==> src/rtl/drc_pkg.sv <==
package drc_pkg;
   typedef struct packed {
      logic zero;
      logic one;
   } rail_t;

   localparam rail_t RAIL_UNKNOWN = '{zero: 1'b0, one: 1'b0};

   function automatic rail_t rail_of(input logic value);
      return '{zero: ~value, one: value};
   endfunction
endpackage

==> src/rtl/drc_stage.sv <==
module drc_stage
   import drc_pkg::*;
(
   input  logic  a_bit,
   input  logic  b_bit,
   input  rail_t carry_below,
   output rail_t carry_next
);
   logic generate_w;
   logic kill_w;

   assign generate_w = a_bit & b_bit;
   assign kill_w     = ~a_bit & ~b_bit;

   always_comb begin
      if (generate_w)   carry_next = rail_of(1'b1);
      else if (kill_w)  carry_next = rail_of(1'b0);
      else              carry_next = carry_below;
   end
endmodule

==> src/rtl/drc_detect.sv <==
module drc_detect
   import drc_pkg::*;
#(
   parameter int N = 17
) (
   input  rail_t [N-1:0] rails,
   output logic          all_known
);
   logic [N-1:0] local_known;

   for (genvar i = 0; i < N; i++) begin : g_local
      assign local_known[i] = rails[i].zero | rails[i].one;
   end

   assign all_known = &local_known;
endmodule

==> src/rtl/drc_counter.sv <==
module drc_counter #(
   parameter int CW = 5
) (
   input  logic          clk,
   input  logic          rst_n,
   input  logic          clear,
   input  logic          inc,
   output logic [CW-1:0] count
);
   always_ff @(posedge clk or negedge rst_n) begin
      if (!rst_n)      count <= '0;
      else if (clear)  count <= '0;
      else if (inc)    count <= count + 1'b1;
   end
endmodule

==> src/rtl/dualrail_adder.sv <==
module dualrail_adder
   import drc_pkg::*;
#(
   parameter int WIDTH = 16,
   localparam int CW = $clog2(WIDTH + 2)
) (
   input  logic             clk,
   input  logic             rst_n,
   input  logic             start,
   input  logic [WIDTH-1:0] a_in,
   input  logic [WIDTH-1:0] b_in,
   input  logic             cin,
   output logic             busy,
   output logic             done,
   output logic [WIDTH-1:0] sum,
   output logic             cout,
   output logic [CW-1:0]    settle_cycles
);
   localparam int RAILS = WIDTH + 1;

   if (WIDTH < 2) begin : g_bad_width
      $error("dualrail_adder: WIDTH must be at least 2");
   end

   logic [WIDTH-1:0]   a_q, b_q, sum_q, sum_w;
   logic               cin_q, running, done_q, cout_q, all_known, accept;
   rail_t [WIDTH:0]    carry_q, carry_d;

   assign accept     = start & ~running;
   assign carry_d[0] = rail_of(cin_q);

   for (genvar i = 0; i < WIDTH; i++) begin : g_stage
      drc_stage u_stage (
         .a_bit       (a_q[i]),
         .b_bit       (b_q[i]),
         .carry_below (carry_q[i]),
         .carry_next  (carry_d[i+1])
      );
      assign sum_w[i] = a_q[i] ^ b_q[i] ^ carry_q[i].one;
   end

   drc_detect #(.N(RAILS)) u_detect (
      .rails     (carry_q),
      .all_known (all_known)
   );

   drc_counter #(.CW(CW)) u_count (
      .clk   (clk),
      .rst_n (rst_n),
      .clear (accept),
      .inc   (running & ~all_known),
      .count (settle_cycles)
   );

   always_ff @(posedge clk or negedge rst_n) begin
      if (!rst_n) begin
         a_q     <= '0;
         b_q     <= '0;
         cin_q   <= 1'b0;
         carry_q <= '0;
         running <= 1'b0;
         done_q  <= 1'b0;
         sum_q   <= '0;
         cout_q  <= 1'b0;
      end else if (accept) begin
         a_q     <= a_in;
         b_q     <= b_in;
         cin_q   <= cin;
         carry_q <= {RAILS{RAIL_UNKNOWN}};
         running <= 1'b1;
         done_q  <= 1'b0;
      end else if (running) begin
         if (all_known) begin
            running <= 1'b0;
            done_q  <= 1'b1;
            sum_q   <= sum_w;
            cout_q  <= carry_q[WIDTH].one;
         end else begin
            carry_q <= carry_d;
         end
      end
   end

   assign busy = running;
   assign done = done_q;
   assign sum  = sum_q;
   assign cout = cout_q;

   for (genvar j = 0; j < RAILS; j++) begin : g_chk
      assert_rail_legal_R1: assert property (@(posedge clk) disable iff (!rst_n)
         !(carry_q[j].zero && carry_q[j].one));
      assert_known_holds_R3: assert property (@(posedge clk) disable iff (!rst_n)
         (running && (carry_q[j].zero || carry_q[j].one)) |=> $stable(carry_q[j]));
   end

   assert_start_clears_R2: assert property (@(posedge clk) disable iff (!rst_n)
      accept |=> (running && !done_q && settle_cycles == '0));
   assert_done_needs_all_R4: assert property (@(posedge clk) disable iff (!rst_n)
      $rose(done_q) |-> $past(all_known));
   assert_cycle_bound_R5: assert property (@(posedge clk) disable iff (!rst_n)
      settle_cycles <= CW'(WIDTH + 1));
   assert_sum_right_R6: assert property (@(posedge clk) disable iff (!rst_n)
      $rose(done_q) |-> ({cout_q, sum_q} == ({1'b0, a_q} + {1'b0, b_q} + (WIDTH+1)'(cin_q))));
   assert_ignore_start_R7: assert property (@(posedge clk) disable iff (!rst_n)
      (running && start) |=> ($stable(a_q) && $stable(b_q) && $stable(cin_q)));
   assert_idle_hold_R9: assert property (@(posedge clk) disable iff (!rst_n)
      (!running && !start && done_q) |=> ($stable(sum_q) && $stable(cout_q) && done_q));
endmodule

==> config.mk <==
export PLATFORM = sky130hd
export DESIGN_NAME = dualrail_adder
export DESIGN_NICKNAME = d
export VERILOG_FILES = /design/src/rtl/drc_pkg.sv /design/src/rtl/drc_stage.sv /design/src/rtl/drc_detect.sv /design/src/rtl/drc_counter.sv /design/src/rtl/dualrail_adder.sv
export SDC_FILE = /design/constraint.sdc
export NUM_CORES = 1
export LEC_CHECK = 0
export ABC_AREA = 1
export BUFFER_PORTS_ARGS = -buffer_cell sky130_fd_sc_hd__buf_2
export CAP_MARGIN = 20
export CORE_ASPECT_RATIO = 0.9
export CORE_UTILIZATION = 55
export DETAILED_ROUTE_END_ITERATION = 8
export PLACE_DENSITY_LB_ADDON = 0.2
export RECOVER_POWER = 100
export SLEW_MARGIN = 15
export SYNTH_ARGS = -nofsm -noshare
export SYNTH_HDL_FRONTEND = slang
export SYNTH_SLANG_ARGS = --single-unit
==> constraint.sdc <==
create_clock -name clk -period 3.6 [get_ports clk]
set_clock_uncertainty 0.05 [all_clocks]
set_input_delay 0.18 -clock clk [delete_from_list [all_inputs] [get_ports clk]]
set_output_delay 0.18 -clock clk [all_outputs]
set_load 0.005 [all_outputs]
==> flow_summary.yaml <==
worst_setup_path:
  cp-end-kind: "register"
  crit_path_top_delay_cell: "dfrtp_2"
  cp_cell_sequence: "nor2_1 -> inv_1 -> nand2_1 -> nand2_1 -> nand2_1 -> inv_1"
  cp_data_arrival_time_ps: 2750
  crit_fanout: 42
  slowest_delay_ps: 960
  startpoint_type: "register"
  cpMostUsedCell: "nand2_1"
  critPathKind: "reg2reg"
  required_ps: 3850
  reg2reg_depth: 6
run_status:
  violations: "capacitance limit, slew limit"
  status: "complete, but fails checks"
worst_hold_path:
  hp-class: "reg2reg"
  hold_depth: 2
route:
  first_pass_iters: 4
  vias: 3592
  drc: 0
  routed_via_density: 4.941
  postRouteWirelength_mm: 9.247
  drtAntennaViolNets: 0
  drt_iter0_markers: 154
  wl_per_cell_um: 12.72
grt:
  grt_max_degree: 69
  grt_pass1_wl_mm: 16.23
  grt-busiest-layer: "met2"
  gr-usage-met1_pct: 29.77
  antenna_found_initial: 0
  gr-total-overflow: 0
  first_global_vias: 3632
  grt_use_met3_pct: 4.567
  grt.total_usage_pct: 22.78
  met2_usage_pct: 37.56
yosys:
  synth_area_leaders: "dfrtp_1 47%, ha_1 8.6%, nand2_1 8.0%"
  ys_ff_latch: 91
  yosysTopAreaCellShare_pct: 47.30
  yosysTopAreaCell: "dfrtp_1"
  syn_nets: 607
  yosys_warnings: 0
  seq_area_frac_synth_pct: 47.30
  synth.avg_cell_area_um2: 9.223
  syn_inst: 522
  synthDistinctLibCells: 25
  synthesis.area_um2: 4815
run:
  drv_cap: 1
sta:
  rsz0062_at_grt: "no"
  hold_ws_ps: 435.0
  period_minus_slack_ps: 2503
  clock.fmax_ghz: 0.3996
  drv_slew: 69
  fin_setup_tns_ps: 0
  relSlewSlack_pct: -10.96
  finalHoldViolCount: 0
  setup_viol: 0
  post-route-period-util_pct: 69.52
  tightest_slew_ps: 1664
clocking:
  htree_levels: 3
  cts.sinks: 91
  cts_buffer_depth: 2
  clkLatencyLatePin_ps: 360
  path_clk_slew_ps: 90
  cts_tree: "built"
  cts_made_buffers: 9
  ctsRootBufferMaster: "clkbuf_8"
floorplan:
  initial_utilization_pct: 56.46
  core_um2: 8528
  die_h_um: 90.76
  die_x_um: 100.6
  die_area_um2: 9133
  io_pins: 60
  num_rows: 32
final_layout:
  area_growth_syn_to_layout_pct: 17.83
  utilization_pct: 66.52
  final_nets: 688
  instances_no_fill: 727
  antenna_cells: 0
  drive_gt1_share_pct: 14.64
  final_cell_mix: "103 x nand2_1, 90 x dfrtp_1, 65 x inv_1"
  layout_commonest_cell: "nand2_1"
place:
  portBuffers: 59
  place_congestion: 0.7303
  placed_cells: 677
  dp_hpwl_mm: 5.837
pwr:
  powerDensity_nw_per_um2: 765.7
  leakagePower_uw: 0.002859
  vdd_ir_drop_max_mv: 0.4058
-- state kept, by name (all words and copies together) (netlist names) --
name / cells
done: 1
sum: 16
cout: 1
busy: 1
u_count.count: 5
cin_q: 1
a_q: 16
b_q: 16
carry_q: 34
-- path summary, 6_finish.rpt --
kind / from / end / slack [ps]
worst max-delay path: busy$_DFF_PN0_ / carry_q[0]$_DFFE_PN0P_ / 1100
min in group asynchronous: rst_n / sum[7]$_DFFE_PN0P_ / 750
worst max register to register: busy$_DFF_PN0_ / carry_q[0]$_DFFE_PN0P_ / 1100
worst min-delay path: sum[12]$_DFFE_PN0P_ / sum[12]$_DFFE_PN0P_ / 440
worst min register to register: sum[12]$_DFFE_PN0P_ / sum[12]$_DFFE_PN0P_ / 440
max in group asynchronous: rst_n / a_q[6]$_DFFE_PN0P_ / 1620
-- report_power, final --
part | internal, uW | switching, uW | total (uW)
sequential | 1510 | 360 | 1870
clock | 378 | 347 | 725
combinational | 760 | 991 | 1750
-- what timing repair did --
action | 4_1_cts | 5_1_grt
setup buffers | 0 | 0
hold endpoints to repair | 100 | 0
resized for setup | 0 | 0
hold buffers | 34 | 0
setup endpoints to repair | 0 | 0
-- synthesized netlist by cell type --
master,count
dfrtp_1,91
nand3_1,53
a21oi_1,1
o21bai_1,1
nand3b_1,16
buf_1,1
xor2_1,1
o21ai_1,50
nand2_2,1
nand4_1,1
ha_1,33
nor2_2,1
nand2_1,103
nor2_4,2
clkbuf_1,8
fa_1,16
nand3_2,11
buf_4,7
inv_1,64
nand4_4,1
buf_2,7
inv_2,1
nor2_1,47
buf_6,3
or2_1,2
-- layer usage --
metal	up-vias	share of wire, %
li1	1791	-
met1	1719	45
met2	71	50
met3	11	3.3
met4	0	1.6
met5	-	0
-- cell families (layout without fill, tap and decap cells) --
group / count (synthesis) / in the layout / share of synthesized area [%]
AND/OR/NAND/NOR: 238 / 238 / 23.54
flip-flops: 91 / 91 / 47.30
buffers and inverters: 91 / 177 / 8.290
AO/OA/AOI/OAI: 52 / 52 / 5.457
adder cells (fa/ha/maj): 49 / 49 / 15.23
XOR/XNOR: 1 / 1 / 0.1819
-- metrics by stage --
stage          total power [uW]  instance area (um^2)  setup WS, ps
2_1_floorplan              3147                  4815          2241
3_3_place_gp               3594                  5137          1503
3_5_place_dp               3693                  5137          1445
4_1_cts                    4463                  5692          1445
5_1_grt                    4799                  5673         818.4
6_report                   4344                  5673          1097
-- critical path: cells and delay by family (launching register included) --
| family | cells | cell delay [ps] |
|---|---|---|
| flip-flops | 1 | 960 |
| buffers and inverters | 2 | 980 |
| AND/OR/NAND/NOR | 4 | 420 |
-- layout make-up --
class / instances / area (um^2)
inverters: 65 / 244.0
multi-input cells: 340 / 2138
clock buffers: 13 / 168.9
flip-flops and latches: 91 / 2278
repair buffers: 96 / 649.4
fillers: 698 / 2855
well taps: 119 / 148.9
clock inverters: 3 / 45.04
Note: power is estimated with default switching activity, not from simulation.
